### src/rtl/tlb_pkg.sv
package tlb_pkg;

    // Where a fill lands in the entry array
    typedef enum logic [1:0] {
        SLOT_HIT    = 2'd0,   // overwrite the entry already holding the key
        SLOT_FREE   = 2'd1,   // lowest-numbered invalid entry
        SLOT_VICTIM = 2'd2    // round-robin replacement
    } slot_src_e;

    // Effect of a page-table base write on the stored entries
    typedef enum logic {
        PTB_KEEP  = 1'b0,
        PTB_FLUSH = 1'b1
    } ptb_mode_e;

    // Default geometry
    localparam int unsigned DEF_ENTRIES = 16;
    localparam int unsigned DEF_VPN_W   = 20;
    localparam int unsigned DEF_PFN_W   = 20;
    localparam int unsigned DEF_ASID_W  = 8;
    localparam int unsigned DEF_PTB_W   = 32;

    function automatic int unsigned idx_width(input int unsigned n);
        return (n > 1) ? $clog2(n) : 1;
    endfunction

endpackage

### src/rtl/tlb_ctx_regs.sv
module tlb_ctx_regs
    import tlb_pkg::*;
#(
    parameter int unsigned ASID_W = DEF_ASID_W,
    parameter int unsigned PTB_W  = DEF_PTB_W
) (
    input  logic              clk,
    input  logic              rst,
    input  logic              asid_we,
    input  logic [ASID_W-1:0] asid_wdata,
    input  logic              ptb_we,
    input  logic [PTB_W-1:0]  ptb_wdata,
    input  logic              flush_mode,
    input  logic              flush_req,
    output logic [ASID_W-1:0] cur_asid,
    output logic [PTB_W-1:0]  ptb_q,
    output logic              flush_all
);

    ptb_mode_e mode;

    always_comb begin
        mode      = ptb_mode_e'(flush_mode);
        flush_all = flush_req | (ptb_we & (mode == PTB_FLUSH));
    end

    always_ff @(posedge clk) begin
        if (rst) begin
            cur_asid <= '0;
            ptb_q    <= '0;
        end else begin
            if (asid_we) cur_asid <= asid_wdata;
            if (ptb_we)  ptb_q    <= ptb_wdata;
        end
    end

endmodule

### src/rtl/tlb_match.sv
module tlb_match
    import tlb_pkg::*;
#(
    parameter int unsigned ENTRIES = DEF_ENTRIES,
    parameter int unsigned VPN_W   = DEF_VPN_W,
    parameter int unsigned ASID_W  = DEF_ASID_W
) (
    input  logic [ENTRIES-1:0] ent_valid,
    input  logic [VPN_W-1:0]   ent_vpn  [ENTRIES],
    input  logic [ASID_W-1:0]  ent_asid [ENTRIES],
    input  logic [VPN_W-1:0]   key_vpn,
    input  logic [ASID_W-1:0]  key_asid,
    output logic [ENTRIES-1:0] hit_vec
);

    for (genvar g = 0; g < ENTRIES; g++) begin : g_cmp
        assign hit_vec[g] = ent_valid[g]
                          && (ent_vpn[g]  == key_vpn)
                          && (ent_asid[g] == key_asid);
    end

endmodule

### src/rtl/tlb_alloc.sv
module tlb_alloc
    import tlb_pkg::*;
#(
    parameter int unsigned ENTRIES = DEF_ENTRIES,
    localparam int unsigned IDX_W  = idx_width(ENTRIES)
) (
    input  logic               clk,
    input  logic               rst,
    input  logic               fill_go,
    input  logic [ENTRIES-1:0] match_vec,
    input  logic [ENTRIES-1:0] ent_valid,
    output logic               wr_en,
    output logic [IDX_W-1:0]   wr_idx,
    output slot_src_e          wr_src
);

    localparam logic [IDX_W-1:0] LAST = IDX_W'(ENTRIES - 1);

    logic [IDX_W-1:0] rr_ptr;
    logic [IDX_W-1:0] match_idx;
    logic [IDX_W-1:0] free_idx;
    logic             any_match;
    logic             any_free;

    // Lowest-index encoders for the match and free vectors
    always_comb begin
        match_idx = '0;
        free_idx  = '0;
        any_match = 1'b0;
        any_free  = 1'b0;
        for (int i = ENTRIES - 1; i >= 0; i--) begin
            if (match_vec[i]) begin
                match_idx = IDX_W'(i);
                any_match = 1'b1;
            end
            if (!ent_valid[i]) begin
                free_idx = IDX_W'(i);
                any_free = 1'b1;
            end
        end
    end

    always_comb begin
        if (any_match) begin
            wr_src = SLOT_HIT;
            wr_idx = match_idx;
        end else if (any_free) begin
            wr_src = SLOT_FREE;
            wr_idx = free_idx;
        end else begin
            wr_src = SLOT_VICTIM;
            wr_idx = rr_ptr;
        end
        wr_en = fill_go;
    end

    always_ff @(posedge clk) begin
        if (rst) begin
            rr_ptr <= '0;
        end else if (fill_go && wr_src == SLOT_VICTIM) begin
            rr_ptr <= (rr_ptr == LAST) ? '0 : rr_ptr + 1'b1;
        end
    end

endmodule

### src/rtl/tlb_array.sv
module tlb_array
    import tlb_pkg::*;
#(
    parameter int unsigned ENTRIES = DEF_ENTRIES,
    parameter int unsigned VPN_W   = DEF_VPN_W,
    parameter int unsigned PFN_W   = DEF_PFN_W,
    parameter int unsigned ASID_W  = DEF_ASID_W,
    localparam int unsigned IDX_W  = idx_width(ENTRIES)
) (
    input  logic               clk,
    input  logic               rst,
    input  logic               flush_all,
    input  logic               wr_en,
    input  logic [IDX_W-1:0]   wr_idx,
    input  logic [VPN_W-1:0]   wr_vpn,
    input  logic [PFN_W-1:0]   wr_pfn,
    input  logic [ASID_W-1:0]  wr_asid,
    output logic [ENTRIES-1:0] ent_valid,
    output logic [VPN_W-1:0]   ent_vpn  [ENTRIES],
    output logic [PFN_W-1:0]   ent_pfn  [ENTRIES],
    output logic [ASID_W-1:0]  ent_asid [ENTRIES]
);

    for (genvar g = 0; g < ENTRIES; g++) begin : g_ent
        logic sel;
        assign sel = wr_en && (wr_idx == IDX_W'(g));

        always_ff @(posedge clk) begin
            if (rst || flush_all) begin
                ent_valid[g] <= 1'b0;
            end else if (sel) begin
                ent_valid[g] <= 1'b1;
            end
        end

        always_ff @(posedge clk) begin
            if (rst) begin
                ent_vpn[g]  <= '0;
                ent_pfn[g]  <= '0;
                ent_asid[g] <= '0;
            end else if (sel && !flush_all) begin
                ent_vpn[g]  <= wr_vpn;
                ent_pfn[g]  <= wr_pfn;
                ent_asid[g] <= wr_asid;
            end
        end
    end

endmodule

### src/rtl/tlb_asid_cache.sv
module tlb_asid_cache
    import tlb_pkg::*;
#(
    parameter int unsigned ENTRIES = DEF_ENTRIES,
    parameter int unsigned VPN_W   = DEF_VPN_W,
    parameter int unsigned PFN_W   = DEF_PFN_W,
    parameter int unsigned ASID_W  = DEF_ASID_W,
    parameter int unsigned PTB_W   = DEF_PTB_W
) (
    input  logic              clk,
    input  logic              rst,
    input  logic [VPN_W-1:0]  lkp_vpn,
    output logic              lkp_hit,
    output logic [PFN_W-1:0]  lkp_pfn,
    input  logic              fill_en,
    input  logic [VPN_W-1:0]  fill_vpn,
    input  logic [PFN_W-1:0]  fill_pfn,
    input  logic              asid_we,
    input  logic [ASID_W-1:0] asid_wdata,
    output logic [ASID_W-1:0] cur_asid,
    input  logic              ptb_we,
    input  logic [PTB_W-1:0]  ptb_wdata,
    output logic [PTB_W-1:0]  ptb_q,
    input  logic              flush_mode,
    input  logic              flush_req
);

    localparam int unsigned IDX_W = idx_width(ENTRIES);

    logic               flush_all;
    logic [ENTRIES-1:0] valid_vec;
    logic [VPN_W-1:0]   ent_vpn  [ENTRIES];
    logic [PFN_W-1:0]   ent_pfn  [ENTRIES];
    logic [ASID_W-1:0]  ent_asid [ENTRIES];
    logic [ENTRIES-1:0] lkp_hit_vec;
    logic [ENTRIES-1:0] fill_hit_vec;
    logic               wr_en;
    logic [IDX_W-1:0]   wr_idx;
    slot_src_e          wr_src;

    tlb_ctx_regs #(.ASID_W(ASID_W), .PTB_W(PTB_W)) u_ctx (
        .clk        (clk),
        .rst        (rst),
        .asid_we    (asid_we),
        .asid_wdata (asid_wdata),
        .ptb_we     (ptb_we),
        .ptb_wdata  (ptb_wdata),
        .flush_mode (flush_mode),
        .flush_req  (flush_req),
        .cur_asid   (cur_asid),
        .ptb_q      (ptb_q),
        .flush_all  (flush_all)
    );

    tlb_match #(.ENTRIES(ENTRIES), .VPN_W(VPN_W), .ASID_W(ASID_W)) u_lkp_cmp (
        .ent_valid (valid_vec),
        .ent_vpn   (ent_vpn),
        .ent_asid  (ent_asid),
        .key_vpn   (lkp_vpn),
        .key_asid  (cur_asid),
        .hit_vec   (lkp_hit_vec)
    );

    tlb_match #(.ENTRIES(ENTRIES), .VPN_W(VPN_W), .ASID_W(ASID_W)) u_fill_cmp (
        .ent_valid (valid_vec),
        .ent_vpn   (ent_vpn),
        .ent_asid  (ent_asid),
        .key_vpn   (fill_vpn),
        .key_asid  (cur_asid),
        .hit_vec   (fill_hit_vec)
    );

    tlb_alloc #(.ENTRIES(ENTRIES)) u_alloc (
        .clk       (clk),
        .rst       (rst),
        .fill_go   (fill_en & ~flush_all),
        .match_vec (fill_hit_vec),
        .ent_valid (valid_vec),
        .wr_en     (wr_en),
        .wr_idx    (wr_idx),
        .wr_src    (wr_src)
    );

    tlb_array #(
        .ENTRIES (ENTRIES),
        .VPN_W   (VPN_W),
        .PFN_W   (PFN_W),
        .ASID_W  (ASID_W)
    ) u_array (
        .clk       (clk),
        .rst       (rst),
        .flush_all (flush_all),
        .wr_en     (wr_en),
        .wr_idx    (wr_idx),
        .wr_vpn    (fill_vpn),
        .wr_pfn    (fill_pfn),
        .wr_asid   (cur_asid),
        .ent_valid (valid_vec),
        .ent_vpn   (ent_vpn),
        .ent_pfn   (ent_pfn),
        .ent_asid  (ent_asid)
    );

    // AND-OR read mux: at most one entry matches a key
    always_comb begin
        lkp_pfn = '0;
        for (int i = 0; i < ENTRIES; i++) begin
            lkp_pfn |= ent_pfn[i] & {PFN_W{lkp_hit_vec[i]}};
        end
        lkp_hit = |lkp_hit_vec;
    end

endmodule

### config.mk
export PLATFORM = sky130hd
export DESIGN_NAME = tlb_asid_cache
export DESIGN_NICKNAME = d
export VERILOG_FILES = /design/src/rtl/tlb_pkg.sv /design/src/rtl/tlb_ctx_regs.sv /design/src/rtl/tlb_match.sv /design/src/rtl/tlb_alloc.sv /design/src/rtl/tlb_array.sv /design/src/rtl/tlb_asid_cache.sv
export SDC_FILE = /design/constraint.sdc
export NUM_CORES = 2
export LEC_CHECK = 0
export BUFFER_PORTS_ARGS = -buffer_cell sky130_fd_sc_hd__buf_2
export CAP_MARGIN = 20
export CORE_MARGIN = 4
export CORE_UTILIZATION = 63
export CTS_BUF_LIST = sky130_fd_sc_hd__clkbuf_4 sky130_fd_sc_hd__clkbuf_8 sky130_fd_sc_hd__clkbuf_16
export DETAILED_ROUTE_END_ITERATION = 16
export PLACE_DENSITY = 0.79
export SLEW_MARGIN = 10
export SYNTH_ARGS = -nofsm -noshare
export SYNTH_HDL_FRONTEND = slang
export SYNTH_SLANG_ARGS = --single-unit
### constraint.sdc
create_clock -name clk -period 4.71 [get_ports clk]
set_input_delay 0.942 -clock clk [delete_from_list [all_inputs] [get_ports clk]]
set_output_delay 0.942 -clock clk [all_outputs]
set_load 0.01 [all_outputs]
# --- Word level (Yosys, flattened, before mapping) ---
# Index checks and enable logic that the tools add are counted.
word_totals:
  word_cells: 338
  in_bits: 107
  reg_bits: 828
  output_inout_bits: 61
classes:
  mux: 69
  n_eq_ne: 65
  n_reduce_logical: 101
  add_sub_neg: 1
  bitwise: 35
ops:
  columns: ["operator", "n"]
  rows:
  - ["20-bit equality test", 32]
  - ["20-bit AND", 16]
  - ["20-bit bitwise OR", 15]
  - ["4-bit two-way mux", 35]
  - ["8-bit equality test", 16]
  - ["1-bit logical AND", 97]
  - ["4-bit equality test, second input constant", 9]
  - ["1-bit two-way mux", 32]
  - ["4-bit by 3-bit equality test with 1-bit output, second input constant", 4]
  - ["16-bit OR reduction", 1]
  - ["4-bit by 2-bit equality test with 1-bit output, second input constant", 2]
  - ["4-bit by 1-bit adder with 4-bit output, second input constant", 1]
  - ["4-bit by 1-bit equality test with 1-bit output, second input constant", 1]
  - ["4-bit zero test", 1]
  - ["2-bit two-way mux", 2]
  - ["1-bit AND", 2]
  - ["2-bit equality test, second input constant", 1]
  - ["1-bit zero test", 1]
  - ["1-bit logical OR", 1]
  - ["1-bit inverter", 1]
  - ["1-bit bitwise OR", 1]

# --- Depth between registers and ports, before layout ---
logic_depth:
  depth_word: 23
  mapped_depth: 18
  mapped_depth_nobuf: 10

# --- By module ---
# From an unflattened synthesis, not the netlist that was laid out.
unflattened:
  cells_unflattened: 4473
  area_unflattened_um2: 44861.8
by_module_without_submodules:
  columns: ["module", "area_per_inst_um2", "seq_area_each_um2", "n_inst", "cells_per_inst"]
  rows:
  - ["tlb_array", 30141.4, 15695.1, 1, 2711]
  - ["tlb_match", 5397.7, 0.0, 2, 664]
  - ["tlb_asid_cache", 1835.5, 0.0, 1, 218]
  - ["tlb_ctx_regs", 1452.6, 800.8, 1, 130]
  - ["tlb_alloc", 636.9, 80.1, 1, 86]

# --- Least setup slack after synthesis ---
# No wires, ideal clock.
synth_path:
  path_type: "input-to-reg"
  from: "input fill_vpn[17]"
  to: "register u_array.ent_asid[120] (netlist name)"
  cell_stages: 15
  setup_time_ns: 0.072
  required_time_ns: 4.638
  n_path_buf: 5
  path_slack_ns: 0.332
  t_arrival_ns: 4.307
  path_cell_list: "buf_2 -> xnor2_1 -> nand4_1 -> or4_1 -> or4_1 -> a211o_1 -> a221o_1 -> a311o_1 -> buf_2 -> nand2_2 -> or2_2 -> buf_2 -> buf_4 -> buf_6 -> mux2i_1"
synth_between:
  elab_chain_len: 23
  word_cells_on_any_way: 84
  classes_between: "eq/ne: 16; mux: 33; reduce/logical: 35"
synth_lines:
  columns: ["item", "line_no", "source"]
  rows:
  - ["start: declaration", "tlb_asid_cache.sv:16", "input logic [VPN_W-1:0] fill_vpn,"]
  - ["20-bit equality test", "tlb_match.sv:18", "&& (ent_vpn[g] == key_vpn)"]
  - ["1-bit logical AND", "tlb_match.sv:18", null]
  - ["1-bit logical AND", "tlb_match.sv:19", "&& (ent_asid[g] == key_asid);"]
  - ["4-bit two-way mux or 1-bit two-way mux (tied branches) (16 in a row)", "tlb_alloc.sv:32", "if (match_vec[i]) begin"]
  - ["4-bit two-way mux *", "tlb_alloc.sv:44", "if (any_match) begin"]
  - ["4-bit zero test *", "tlb_array.sv:26", "assign sel = wr_en && (wr_idx == IDX_W'(g));"]
  - ["1-bit logical AND *", "tlb_array.sv:26", null]
  - ["1-bit logical AND *", "tlb_array.sv:41", "end else if (sel && !flush_all) begin"]
  - ["end signal: indexed assignment", "tlb_array.sv:44", "ent_asid[g] <= wr_asid;"]
  - ["end: declaration", "tlb_array.sv:21", "output logic [ASID_W-1:0] ent_asid [ENTRIES]"]
# Every way passes the cells marked *; elsewhere a longest branch is shown, timed or not.
# A chain may end at the register's enable or synchronous reset.

# --- Worst setup path in the final report ---
layout_path:
  from: "register u_ctx.cur_asid[6]"
  to: "output lkp_pfn[19]"
layout_between:
  elab_chain_len: 18
  word_cells_on_any_way: 63
  classes_between: "eq/ne: 16; bitwise: 31; reduce/logical: 16"
layout_lines:
  columns: ["item", "line_no", "source"]
  rows:
  - ["start: declaration", "tlb_ctx_regs.sv:15", "output logic [ASID_W-1:0] cur_asid,"]
  - ["start signal: assignment", "tlb_ctx_regs.sv:32", "if (asid_we) cur_asid <= asid_wdata;"]
  - ["8-bit equality test", "tlb_match.sv:19", null]
  - ["1-bit logical AND", "tlb_match.sv:19", null]
  - ["20-bit AND", "tlb_asid_cache.sv:108", "lkp_pfn |= ent_pfn[i] & {PFN_W{lkp_hit_vec[i]}};"]
  - ["20-bit bitwise OR (14 in a row)", "tlb_asid_cache.sv:108", null]
  - ["20-bit bitwise OR *", "tlb_asid_cache.sv:108", null]
  - ["end: declaration", "tlb_asid_cache.sv:14", "output logic [PFN_W-1:0] lkp_pfn,"]
# Marks and branches as above.

==> run summary <==
arrival time at the worst endpoint -> 3.74 ns
final cell count without fillers -> 5976
Crit path max-delay family -> simple AND/OR/NAND/NOR gates
slack of the critical path -> 0.0263 ns
library cell with the largest summed area after synthesis -> sky130_fd_sc_hd__dfxtp_1
clock edge transition at the registers on the reported setup and hold paths -> 0.06 ns
CP startpoint kind -> flop
setup slack, reg-to-reg -> 0.24 ns
total clock buffers created by CTS -> 87
leading cell types in the layout, fill and taps excluded -> sky130_fd_sc_hd__dfxtp_1 (826), sky130_fd_sc_hd__xor2_1 (452), sky130_fd_sc_hd__nand2b_1 (435), sky130_fd_sc_hd__o21ai_0 (427), sky130_fd_sc_hd__mux2i_1 (426)
final count of pins violating max slew -> 0
total global routing overflow -> 0
Synth async-reset ratio -> 0%
first drt pass iteration count -> 7
Critical Path End Type -> primary output
filler instances -> 5006
DP Cell Count -> 5810
post-layout min period -> 4.68 ns
wire length of the first global-routing pass -> 241000 um
Setup Viol. Count Final -> 0
die width -> 271 um
number of violations of the max-capacitance limit -> 0
share of Yosys cell area claimed by the top area cell type -> 38.0%
Syn. warnings -> 0
Max Freq -> 214 MHz
count of mapped cells out of synthesis -> 4935
core region area -> 0.0686 mm2
normalized max-slew margin -> 31.8%
hold_sp -> u_array.ent_pfn[128]$_SDFFE_PP0P_
maximum single-stage delay on the critical path -> 0.63 ns
Synth Area per Inst -> 8.83 um2
vias in the first global route -> 39.1k
vias after detailed routing -> 40.3k
cell area after layout -> 0.0506 mm2
placed standard-cell area -> 0.0474 mm2
Hold-fix buffers, CTS -> 0
slowest library cell on the worst path -> sky130_fd_sc_hd__nor3_1
kind of path behind the tightest hold check -> reg2reg
gpl congestion -> 1.05
CP Max Fanout -> 21
number of distinct library cells after synthesis -> 63
reg2reg path depth -> 12
cell area power density -> 317 mW/mm2
TritonCTS clock tree -> built
Post-synth EDFFs -> 0
pre-CTS setup slack -> -0.0958 ns
GRT Overall Usage -> 42.1%
number of nets at the end of the flow -> 5078
measured slew at the worst slew-check pin -> 1.01 ns
Syn Nets -> 5043
Max rail drop VDD -> 0.324 mV
number of buffers and inverters on the critical path -> 4
wirelength, routed -> 161000 um
Die H -> 271 um
area added between synthesis and finish -> 16.1%
data required time at the worst endpoint -> 3.77 ns
Hold Crit Depth -> 2
count of buffers inserted at the top-level ports -> 167
IO Pins -> 168
most common cell after layout, fill and taps aside -> sky130_fd_sc_hd__dfxtp_1
via/cell ratio -> 6.74
# DRC -> 0
initial cell density of the core -> 63.5%
worst slack on hold paths -> 0.471 ns
cells traversed along the worst timing path -> buf_4, xor2_1, nor3_1, nand4_1, buf_4, nor4_2, buf_12, a221oi_1, nand4_1, buf_2
Cell Area, Synth -> 0.0436 mm2
number of nets still failing antenna checks after routing -> 0
launch instance of the worst register-to-register path -> u_ctx.cur_asid[0]$_SDFFE_PP0P_
ranking of synthesized cells by area -> sky130_fd_sc_hd__dfxtp_1 (38%), sky130_fd_sc_hd__mux2i_1 (9.8%), sky130_fd_sc_hd__xor2_1 (9.1%)
Starting DRT DRC Count -> 5256
predominant post-synthesis flop cell -> sky130_fd_sc_hd__dfxtp_1
sink of the worst hold path -> u_array.ent_pfn[128]$_SDFFE_PP0P_
largest net degree at the start of global routing -> 164
buffers from clock root to sink, at most -> 3
antenna violations before repair -> 5
setup TNS -> 0 ns
count of endpoints failing hold in the final timing report -> 0
average detailed-routed wire length per instance -> 27.0 um
run status -> finished, final reports clean
leakage dissipation -> 20.4 nW
share of post-route cells with drive strength above 1 -> 13.9%
clock latency reported for the late side of the worst-skew pair -> 0.68 ns
largest clock skew in the final design -> 0.0438 ns
Post-DP HPWL -> 103000 um
row cnt -> 96
clock root buffer -> sky130_fd_sc_hd__clkbuf_16
Seq/Total Area, Yosys -> 38.0%
share of the clock period used by the worst path -> 99.4%
CTS sink count -> 828
Crit Path Category -> reg2out
htree depth -> 3
r2r endpoint -> u_array.ent_pfn[85]$_SDFFE_PP0P_
area of the die -> 0.0734 mm2
flop and latch count out of synthesis -> 828
==> repair_timing <==
item,CTS,global route
pin swaps,1,0
gates resized for setup,2,8
setup endpoints to repair,21,19
setup buffers,2,0
==> tightest hold or removal path, cell delays in order (launching register included) <==
cell                      delay (ns)
sky130_fd_sc_hd__dfxtp_1        0.30
sky130_fd_sc_hd__o21ai_0        0.06
sky130_fd_sc_hd__a21oi_1        0.06
==> layout make-up <==
class,count,area [um2],share of cell area (%)
diodes,2,5.00,0.00989
clock buffers,120,2550,5.04
clock inverters,42,613,1.21
inverters,4,15.0,0.0297
multi-input cells,3568,25000,49.5
flip-flops and latches,828,16600,32.8
well taps,931,1160,2.30
repair buffers,481,4620,9.14
==> synthesized netlist by cell type, drive strengths merged, types with 3 or more instances <==
library cell	count
a21boi	4
a21o	3
a21oi	350
a221oi	80
a22o	80
and2	4
and4	7
buf	218
clkbuf	317
dfxtp	828
inv	4
mux2i	426
nand2	48
nand2b	436
nand3	334
nand4	173
nand4b	8
nor2	66
nor2b	58
nor3	22
nor4	194
o21a	6
o21ai	438
or2	7
or3	14
or4	10
xnor2	319
xor2	452
==> registers in the layout, summed over array words and instances (netlist names) <==
name and count:
u_array.ent_valid 16, u_array.ent_pfn 320, u_array.ent_vpn 320, u_array.ent_asid 128, u_alloc.rr_ptr 4, u_ctx.cur_asid 8, u_ctx.ptb_q 32
==> where the power goes <==
group          internal [mW]  switching (mW)
Clock                   4.44            3.08
Sequential              7.04          0.0339
Combinational          0.505           0.918
Total                   12.0            4.03
==> metal layers <==
| metal | up-vias | share of wire (%) | global-route usage (%) | routed length, um |
|---|---|---|---|---|
| li1 | 17409 | - | - | - |
| met1 | 19262 | 38 | 55.0 | 60700 |
| met2 | 2859 | 42 | 62.9 | 67800 |
| met3 | 742 | 13 | 12.0 | 21600 |
| met4 | 4 | 6.8 | 23.6 | 10900 |
| met5 | - | 0.012 | 0 | 19 |
==> how the worst max path moves through the flow <==
| stage | end | slack, ns | startpoint | cells after the start |
|---|---|---|---|---|
| after CTS | lkp_pfn[8] | 0.02 | u_ctx.cur_asid[6]$_SDFFE_PP0P_ | 10 |
| after global routing | lkp_pfn[8] | -0.003 | u_ctx.cur_asid[4]$_SDFFE_PP0P_ | 10 |
| after floorplan | u_array.ent_asid[120]$_SDFFE_PP0P_ | 0.33 | fill_vpn[17] | 15 |
| after global placement | u_array.ent_pfn[40]$_SDFFE_PP0P_ | -0.06 | fill_vpn[19] | 16 |
| final | lkp_pfn[19] | 0.03 | u_ctx.cur_asid[6]$_SDFFE_PP0P_ | 10 |
| after detailed placement | u_array.ent_vpn[80]$_SDFFE_PP0P_ | -0.1 | fill_vpn[19] | 16 |
==> logic make-up after synthesis <==
kind of cell	share of synthesized area, %
xor gates and xnor gates	15.5
buffers and inverters	5.20
muxes	9.79
adders and majority gates	0.0287
DFF	38.0
and+or+nand+nor	18.4
AOI/OAI and AO/OA	13.0
==> stage by stage <==
stage	power (mW)	utilization (%)
2_1_floorplan	8.03	-
3_3_place_gp	8.57	69.0
3_5_place_dp	8.58	69.0
4_1_cts	15.9	73.7
5_1_grt	16.4	73.8
6_report	16.0	73.8
Power figures use the tool's default switching activity.
